File: config.mk
export PLATFORM = sky130hd
export DESIGN_NAME = ioapic_top
export DESIGN_NICKNAME = d
export VERILOG_FILES = /design/src/rtl/ioapic_pkg.sv /design/src/rtl/ioapic_regfile.sv /design/src/rtl/ioapic_pin.sv /design/src/rtl/ioapic_dispatch.sv /design/src/rtl/ioapic_top.sv
export SDC_FILE = /design/constraint.sdc
export NUM_CORES = 2
export LEC_CHECK = 0
export ABC_AREA = 1
export BUFFER_PORTS_ARGS = -buffer_cell sky130_fd_sc_hd__buf_2
export CORE_MARGIN = 3
export CORE_UTILIZATION = 32
export DETAILED_ROUTE_END_ITERATION = 8
export PLACE_DENSITY = 0.5
export RECOVER_POWER = 25
export SLEW_MARGIN = 10
export SYNTH_ARGS = -nofsm -noshare
export SYNTH_HDL_FRONTEND = slang
export SYNTH_SLANG_ARGS = --single-unit
File: constraint.sdc
create_clock -name clk -period 5.15 [get_ports clk]
set_input_delay 0.2575 -clock clk [delete_from_list [all_inputs] [get_ports clk]]
set_output_delay 0.2575 -clock clk [all_outputs]
set_load 0.01 [all_outputs]
File: src/rtl/ioapic_pkg.sv
package ioapic_pkg;

    localparam logic [7:0] IDX_ID   = 8'h00;
    localparam logic [7:0] IDX_VER  = 8'h01;
    localparam logic [7:0] IDX_ARB  = 8'h02;
    localparam logic [7:0] IDX_TBL  = 8'h10;
    localparam logic [7:0] VER_CODE = 8'h11;

    localparam int B_DLOG = 11;
    localparam int B_PEND = 12;
    localparam int B_POL  = 13;
    localparam int B_IRR  = 14;
    localparam int B_LVL  = 15;
    localparam int B_MASK = 16;

    typedef struct packed {
        logic [7:0] dest;
        logic       mask;
        logic       level;
        logic       act_low;
        logic       dst_logical;
        logic [2:0] mode;
        logic [7:0] vector;
    } rte_cfg_t;

    localparam rte_cfg_t RTE_RESET = '{dest: 8'h00, mask: 1'b1, level: 1'b0,
                                       act_low: 1'b0, dst_logical: 1'b0,
                                       mode: 3'b000, vector: 8'h00};

    typedef enum logic {
        DSP_IDLE,
        DSP_OFFER
    } dsp_state_t;

    function automatic logic [31:0] rte_low_word(rte_cfg_t c, logic pend, logic irr);
        logic [31:0] w;
        w          = '0;
        w[7:0]     = c.vector;
        w[10:8]    = c.mode;
        w[B_DLOG]  = c.dst_logical;
        w[B_PEND]  = pend;
        w[B_POL]   = c.act_low;
        w[B_IRR]   = irr;
        w[B_LVL]   = c.level;
        w[B_MASK]  = c.mask;
        return w;
    endfunction

endpackage

File: src/rtl/ioapic_regfile.sv
module ioapic_regfile
    import ioapic_pkg::*;
#(
    parameter int         NUM_IRQ = 24,
    parameter int         ADDR_W  = 8,
    parameter logic [3:0] ARB_ID  = 4'h0
) (
    input  logic                    clk,
    input  logic                    rst_n,
    input  logic                    bus_sel,
    input  logic                    bus_we,
    input  logic [ADDR_W-1:0]       bus_addr,
    input  logic [3:0]              bus_be,
    input  logic [31:0]             bus_wdata,
    output logic [31:0]             bus_rdata,
    input  logic [NUM_IRQ-1:0]      st_pend,
    input  logic [NUM_IRQ-1:0]      st_irr,
    output rte_cfg_t [NUM_IRQ-1:0]  cfg
);

    localparam int               TBL_SPAN  = 2 * NUM_IRQ;
    localparam logic [31:0]      VER_WORD  = {8'h00, 8'(NUM_IRQ - 1), 8'h00, VER_CODE};
    localparam logic [ADDR_W-1:0] OFF_INDEX = '0;
    localparam logic [ADDR_W-1:0] OFF_DATA  = ADDR_W'(16);

    logic [7:0]             index_q;
    logic [3:0]             id_q;
    rte_cfg_t [NUM_IRQ-1:0] cfg_q;
    logic                   idx_wr;
    logic                   data_wr;
    logic                   tbl_hit;
    logic                   tbl_hi;
    logic [7:0]             tbl_off;
    logic [6:0]             tbl_ent;
    logic [31:0]            word;
    logic                   unused_wbits;

    assign idx_wr  = bus_sel && bus_we && (bus_addr == OFF_INDEX) && bus_be[0];
    assign data_wr = bus_sel && bus_we && (bus_addr == OFF_DATA) && (bus_be == 4'hF);
    assign tbl_off = index_q - IDX_TBL;
    assign tbl_hit = (index_q >= IDX_TBL) && ({1'b0, tbl_off} < 9'(TBL_SPAN));
    assign tbl_ent = tbl_off[7:1];
    assign tbl_hi  = tbl_off[0];
    assign unused_wbits = ^{bus_wdata[23:17], bus_wdata[B_IRR], bus_wdata[B_PEND]};

    always_ff @(posedge clk or negedge rst_n) begin
        if (!rst_n) begin
            index_q <= '0;
            id_q    <= '0;
        end else begin
            if (idx_wr) begin
                index_q <= bus_wdata[7:0];
            end
            if (data_wr && (index_q == IDX_ID)) begin
                id_q <= bus_wdata[27:24];
            end
        end
    end

    always_ff @(posedge clk or negedge rst_n) begin
        if (!rst_n) begin
            for (int e = 0; e < NUM_IRQ; e++) begin
                cfg_q[e] <= RTE_RESET;
            end
        end else if (data_wr && tbl_hit) begin
            for (int e = 0; e < NUM_IRQ; e++) begin
                if (tbl_ent == 7'(e)) begin
                    if (tbl_hi) begin
                        cfg_q[e].dest <= bus_wdata[31:24];
                    end else begin
                        cfg_q[e].vector      <= bus_wdata[7:0];
                        cfg_q[e].mode        <= bus_wdata[10:8];
                        cfg_q[e].dst_logical <= bus_wdata[B_DLOG];
                        cfg_q[e].act_low     <= bus_wdata[B_POL];
                        cfg_q[e].level       <= bus_wdata[B_LVL];
                        cfg_q[e].mask        <= bus_wdata[B_MASK];
                    end
                end
            end
        end
    end

    always_comb begin
        word = '0;
        if (index_q == IDX_ID) begin
            word[27:24] = id_q;
        end else if (index_q == IDX_VER) begin
            word = VER_WORD;
        end else if (index_q == IDX_ARB) begin
            word[27:24] = ARB_ID;
        end else if (tbl_hit) begin
            for (int e = 0; e < NUM_IRQ; e++) begin
                if (tbl_ent == 7'(e)) begin
                    word = tbl_hi ? {cfg_q[e].dest, 24'h000000}
                                  : rte_low_word(cfg_q[e], st_pend[e], st_irr[e]);
                end
            end
        end
    end

    assign bus_rdata = (bus_addr == OFF_INDEX) ? {24'h000000, index_q} :
                       (bus_addr == OFF_DATA)  ? word : '0;
    assign cfg = cfg_q;

    AST_PARTIAL_WRITE_DROPPED: assert property (@(posedge clk) disable iff (!rst_n)
        (bus_sel && bus_we && (bus_addr == OFF_DATA) && (bus_be != 4'hF)) |=> ($stable(cfg_q) && $stable(id_q)));

endmodule

File: src/rtl/ioapic_pin.sv
module ioapic_pin (
    input  logic       clk,
    input  logic       rst_n,
    input  logic       irq_raw,
    input  logic       cfg_mask,
    input  logic       cfg_level,
    input  logic       cfg_act_low,
    input  logic [7:0] cfg_vector,
    input  logic       eoi_valid,
    input  logic [7:0] eoi_vector,
    input  logic       grant_clr,
    output logic       pend,
    output logic       irr
);

    logic sync1_q;
    logic sync2_q;
    logic seen_q;
    logic asserted;
    logic rise;
    logic lvl_req;
    logic edge_req;
    logic req;
    logic eoi_hit;

    assign asserted = sync2_q ^ cfg_act_low;
    assign rise     = asserted && !seen_q;
    assign lvl_req  = cfg_level && asserted && !irr;
    assign edge_req = !cfg_level && rise;
    assign req      = !cfg_mask && (lvl_req || edge_req);
    assign eoi_hit  = eoi_valid && (eoi_vector == cfg_vector);

    always_ff @(posedge clk or negedge rst_n) begin
        if (!rst_n) begin
            sync1_q <= 1'b0;
            sync2_q <= 1'b0;
            seen_q  <= 1'b0;
            pend    <= 1'b0;
            irr     <= 1'b0;
        end else begin
            sync1_q <= irq_raw;
            sync2_q <= sync1_q;
            seen_q  <= asserted;
            pend    <= (pend && !grant_clr) || req;
            irr     <= (irr && !eoi_hit) || (req && cfg_level);
        end
    end

    AST_MASKED_NO_PEND: assert property (@(posedge clk) disable iff (!rst_n)
        $rose(pend) |-> $past(!cfg_mask));

    AST_IRR_LEVEL_ONLY: assert property (@(posedge clk) disable iff (!rst_n)
        $rose(irr) |-> ($past(cfg_level) && pend));

    AST_IRR_EOI_MATCH: assert property (@(posedge clk) disable iff (!rst_n)
        $fell(irr) |-> $past(eoi_valid && (eoi_vector == cfg_vector)));

endmodule

File: src/rtl/ioapic_dispatch.sv
module ioapic_dispatch
    import ioapic_pkg::*;
#(
    parameter int NUM_IRQ = 24,
    localparam int SEL_W = (NUM_IRQ > 1) ? $clog2(NUM_IRQ) : 1
) (
    input  logic               clk,
    input  logic               rst_n,
    input  logic [NUM_IRQ-1:0] pend_i,
    input  logic               msg_ready,
    output logic               msg_valid,
    output logic [SEL_W-1:0]   sel_q,
    output logic [NUM_IRQ-1:0] grant_clr
);

    localparam logic [NUM_IRQ-1:0] ONE = NUM_IRQ'(1);

    dsp_state_t       state_q;
    dsp_state_t       state_d;
    logic [SEL_W-1:0] sel_d;
    logic [SEL_W-1:0] low_idx;
    logic             any_pend;

    always_comb begin
        low_idx  = '0;
        any_pend = 1'b0;
        for (int i = NUM_IRQ - 1; i >= 0; i--) begin
            if (pend_i[i]) begin
                low_idx  = SEL_W'(i);
                any_pend = 1'b1;
            end
        end
    end

    always_comb begin
        state_d = state_q;
        sel_d   = sel_q;
        unique case (state_q)
            DSP_IDLE: begin
                if (any_pend) begin
                    state_d = DSP_OFFER;
                    sel_d   = low_idx;
                end
            end
            DSP_OFFER: begin
                if (msg_ready) begin
                    state_d = DSP_IDLE;
                end
            end
        endcase
    end

    always_ff @(posedge clk or negedge rst_n) begin
        if (!rst_n) begin
            state_q <= DSP_IDLE;
            sel_q   <= '0;
        end else begin
            state_q <= state_d;
            sel_q   <= sel_d;
        end
    end

    always_comb begin
        msg_valid = (state_q == DSP_OFFER);
        for (int i = 0; i < NUM_IRQ; i++) begin
            grant_clr[i] = msg_valid && msg_ready && (sel_q == SEL_W'(i));
        end
    end

    AST_OFFER_HELD: assert property (@(posedge clk) disable iff (!rst_n)
        (msg_valid && !msg_ready) |=> (msg_valid && $stable(sel_q)));

    AST_LOWEST_FIRST: assert property (@(posedge clk) disable iff (!rst_n)
        $rose(msg_valid) |-> (($past(pend_i) & ((ONE << sel_q) - ONE)) == '0));

endmodule

File: src/rtl/ioapic_top.sv
module ioapic_top
    import ioapic_pkg::*;
#(
    parameter int         NUM_IRQ = 24,
    parameter int         ADDR_W  = 8,
    parameter logic [3:0] ARB_ID  = 4'h0
) (
    input  logic               clk,
    input  logic               rst_n,
    input  logic               bus_sel,
    input  logic               bus_we,
    input  logic [ADDR_W-1:0]  bus_addr,
    input  logic [3:0]         bus_be,
    input  logic [31:0]        bus_wdata,
    output logic [31:0]        bus_rdata,
    input  logic [NUM_IRQ-1:0] irq_in,
    input  logic               eoi_valid,
    input  logic [7:0]         eoi_vector,
    output logic               msg_valid,
    input  logic               msg_ready,
    output logic [7:0]         msg_vector,
    output logic [2:0]         msg_mode,
    output logic               msg_dest_logical,
    output logic [7:0]         msg_dest
);

    localparam int SEL_W = (NUM_IRQ > 1) ? $clog2(NUM_IRQ) : 1;

    rte_cfg_t [NUM_IRQ-1:0] cfg;
    logic [NUM_IRQ-1:0]     pend;
    logic [NUM_IRQ-1:0]     irr;
    logic [NUM_IRQ-1:0]     grant_clr;
    logic [SEL_W-1:0]       sel;
    logic                   sel_pend;

    ioapic_regfile #(
        .NUM_IRQ (NUM_IRQ),
        .ADDR_W  (ADDR_W),
        .ARB_ID  (ARB_ID)
    ) u_regs (
        .clk       (clk),
        .rst_n     (rst_n),
        .bus_sel   (bus_sel),
        .bus_we    (bus_we),
        .bus_addr  (bus_addr),
        .bus_be    (bus_be),
        .bus_wdata (bus_wdata),
        .bus_rdata (bus_rdata),
        .st_pend   (pend),
        .st_irr    (irr),
        .cfg       (cfg)
    );

    for (genvar i = 0; i < NUM_IRQ; i++) begin : g_pin
        ioapic_pin u_pin (
            .clk         (clk),
            .rst_n       (rst_n),
            .irq_raw     (irq_in[i]),
            .cfg_mask    (cfg[i].mask),
            .cfg_level   (cfg[i].level),
            .cfg_act_low (cfg[i].act_low),
            .cfg_vector  (cfg[i].vector),
            .eoi_valid   (eoi_valid),
            .eoi_vector  (eoi_vector),
            .grant_clr   (grant_clr[i]),
            .pend        (pend[i]),
            .irr         (irr[i])
        );
    end

    ioapic_dispatch #(
        .NUM_IRQ (NUM_IRQ)
    ) u_dsp (
        .clk       (clk),
        .rst_n     (rst_n),
        .pend_i    (pend),
        .msg_ready (msg_ready),
        .msg_valid (msg_valid),
        .sel_q     (sel),
        .grant_clr (grant_clr)
    );

    always_comb begin
        msg_vector       = cfg[0].vector;
        msg_mode         = cfg[0].mode;
        msg_dest_logical = cfg[0].dst_logical;
        msg_dest         = cfg[0].dest;
        sel_pend         = pend[0];
        for (int i = 1; i < NUM_IRQ; i++) begin
            if (sel == SEL_W'(i)) begin
                msg_vector       = cfg[i].vector;
                msg_mode         = cfg[i].mode;
                msg_dest_logical = cfg[i].dst_logical;
                msg_dest         = cfg[i].dest;
                sel_pend         = pend[i];
            end
        end
    end

    AST_OFFER_IS_PENDING: assert property (@(posedge clk) disable iff (!rst_n)
        msg_valid |-> sel_pend);

endmodule

==> results.json <==
{
  "cap_violations": 5,
  "final_common_cell": "nand2_1",
  "synth_top_area_frac": 0.437,
  "hold_start": "bus_wdata[13]",
  "core_area_um2": 117000,
  "rr_worst_depth": 11,
  "slew_violations": 475,
  "grt_first_pass_wirelength_mm": 226,
  "synth_top_family_by_area": "simple AND/OR/NAND/NOR gates",
  "vias_per_cell": 5.25,
  "clkTransAtPathRegs_ns": 0.06,
  "crit_buf_inv": 5,
  "rsz0062_at_grt": "true",
  "rr_startpoint": "u_regs.index_q[4]",
  "cts_made_buffers": 84,
  "cp_max_fo": 9,
  "critical_path_class": "reg -> out",
  "synth_top_area_cell": "dfrtp_1",
  "dp_hpwl_mm": 106,
  "antenna_left": 0,
  "clkPwrFrac": 0.444,
  "synth.distinct_cells": 59,
  "yosysWarnings": 0,
  "yosys_most_used_dff": "dfrtp_1",
  "synth_mux_area_frac": 0,
  "pwr-share-seq": 0.400,
  "switchingPower_w": 0.00418,
  "grt_max_degree": 124,
  "synth-compound-area-share": 0.170,
  "rrSetupSlack_ns": 1.14,
  "synth-edff-count": 0,
  "insertion_delay_ns": 0.68,
  "multiInputGateArea_um2": 18100,
  "startpoint": "u_regs.index_q[4]",
  "max_stage_delay_ns": 0.42,
  "drt-pass1-iter-count": 7,
  "synth_fa_ha_area_frac": 0.000657,
  "ir_drop_v": 0.000214,
  "drive_gt1_frac": 0.113,
  "seq_area_um2": 17300,
  "pwr-share-comb": 0.156,
  "power_w": 0.0139,
  "vias": 36700,
  "syn_avg_cell_area_um2": 7.18,
  "netlist_top_cells_area": "dfrtp_1, nand2_1, o21ai_0, inv_1, nand3_1",
  "powerDensity_nw_per_um2": 316,
  "clkSinkCount": 690,
  "power.internal_w": 0.00972,
  "drt_iter0_markers": 3772,
  "ys_ff_latch": 690,
  "first_global_vias": 34600,
  "period_share": 0.987,
  "cts_buffer_depth": 3,
  "num-fill-cells": 12400,
  "finalHoldViolCount": 0,
  "drt-wirelength-per-cell_um": 21.8,
  "cts_max_level": 3,
  "violations": "max-capacitance violations, max-slew violations",
  "gp_congestion": 0.938,
  "cp_top_family": "simple AND/OR/NAND/NOR gates",
  "drc": 0,
  "synthToLayoutAreaGrowth_pct": 15.5,
  "grt_overflow": 0,
  "critical_path_required_ns": 4.89,
  "cp_slowest_cell": "dfrtp_1",
  "rows": 125,
  "hold_end": "u_regs.cfg[12]",
  "grtUsageTotal": 0.244,
  "synth_xor_area_frac": 0.0168,
  "switching_share": 0.301,
  "start_kind": "register",
  "portBuffers": 121,
  "antenna_found_initial": 7,
  "mostFrequentLayoutCells": "nand2_1, o21ai_0, dfrtp_1",
  "power.leakage_nw": 19.3,
  "max_freq_mhz": 197,
  "final_nets": 5482,
  "worst-slew-pin-transition_ns": 2.77,
  "die-area_um2": 123000,
  "fp.dieW_um": 351,
  "ys_seq_area_frac": 0.454,
  "cp_data_arrival_time_ns": 4.82,
  "max_slew_margin": -0.846,
  "skew_ns": 0.0413,
  "rr_endpoint": "u_regs.cfg[398]",
  "tritoncts": "built",
  "postLayoutCoreUtil": 0.376,
  "status": "finished with violations",
  "whs_path_depth": 4,
  "syn-instance-count": 5310,
  "async_reset_ff_frac": 1.00,
  "yosys.area_share.simple": 0.279,
  "cts_root_buffer": "clkbuf_16",
  "finalCriticalPeriod_ns": 5.08,
  "syn_area_um2": 38100,
  "initial_core_util": 0.325,
  "hp-class": "in -> reg",
  "wirelength_mm": 152,
  "setup_viol": 0,
  "num_io_pins": 135,
  "die_y_um": 351,
  "critPathCaptureType": "output port"
}
-- layout make-up --
| type | count | share of cell area |
|---|---|---|
| Sequential cell | 690 | 0.393 |
| Multi-Input combinational cell | 3836 | 0.411 |
| Clock buffer | 126 | 0.0571 |
| Tap cell | 1524 | 0.0433 |
| Timing Repair Buffer | 297 | 0.0462 |
| Inverter | 489 | 0.0422 |
| Antenna cell | 3 | 0.000171 |
| Clock inverter | 25 | 0.00694 |
-- through the flow --
step / TNS, ns / instance area, µm² / setup slack (ns) / cells / hold WS, ns
detailed placement: 0 / 40600 / 0.449 / 6801 / 0.335
finish: 0 / 44000 / 0.0680 / 6990 / 0.158
global route: -0.320 / 44000 / -0.0513 / 6987 / 0.166
global placement: 0 / 40600 / 0.474 / 6801 / 0.331
floorplan: 0 / 38100 / 2.07 / 5313 / -0.0381
CTS: 0 / 43800 / 0.00247 / 6980 / 0.130
-- registers in the layout (all words and copies together) (netlist names), 5 cells and up --
name,count
u_regs.cfg,552
g_pin.u_pin.sync1_q,24
g_pin.u_pin.irr,24
u_regs.index_q,8
g_pin.u_pin.sync2_q,24
g_pin.u_pin.pend,24
u_dsp.sel_q,5
g_pin.u_pin.seen_q,24
-- power groups by stage --
stage | Clock [W] | Combinational [W] | Sequential (W)
6_report | 0.00617 | 0.00217 | 0.00556
3_3_place_gp | 0 | 0.00212 | 0.00565
4_1_cts | 0.00631 | 0.00215 | 0.00555
2_1_floorplan | 0 | 0.00114 | 0.00564
3_5_place_dp | 0 | 0.00212 | 0.00565
5_1_grt | 0.00651 | 0.00239 | 0.00556
-- cell families after synthesis --
family                   Yosys count
AO/OA/AOI/OAI                   1189
AND/OR/NAND/NOR                 2568
flip-flops                       690
other                              1
buffers and inverters            787
XOR/XNOR                          73
adder cells (fa/ha/maj)            2
-- timing repair --
action | in CTS | in global routing
hold endpoints to repair | 114 | 0
endpoints found under the setup margin | 14 | 34
gates resized for setup | 35 | 63
pin swaps | 13 | 42
hold buffers | 26 | 0
setup buffers | 2 | 8
-- cell usage after synthesis (19+ instances only) --
cell type	instances
nand2_1	1825
o21ai_0	812
dfrtp_1	666
inv_1	452
nand3_1	254
nor2_1	251
clkbuf_1	244
a21oi_1	173
nand4_1	110
xor2_1	46
or2_2	43
o22ai_1	41
o2111ai_1	35
buf_2	31
nor3_1	28
o211ai_1	27
xnor2_1	27
dfstp_2	24
nor2_2	23
o21ai_1	19
-- routing by layer --
metal	up-vias	routed length, µm	part of all wire	global-route usage
met3	250	11800	0.078	0.0414
met5	-	0	0	0
met1	17500	71000	0.47	0.359
li1	17500	-	-	-
met2	1440	64300	0.42	0.358
met4	0	5340	0.035	0.0846
-- worst min-delay path, stage by stage --
cell,delay (ns)
buf_2,0.07
inv_1,0.03
buf_4,0.23
o21ai_0,0.20
-- how the worst max path moves through the flow --
stage | cells past startpoint | to | slack, ns
after floorplan | 29 | bus_rdata[25] | 2.07
after global placement | 25 | bus_rdata[14] | 0.47
after detailed placement | 24 | bus_rdata[13] | 0.45
after CTS | 24 | bus_rdata[7] | 0.002
after global routing | 27 | msg_vector[7] | -0.05
final | 27 | bus_rdata[0] | 0.07
No activity file was read; power rests on OpenSTA's default activity.
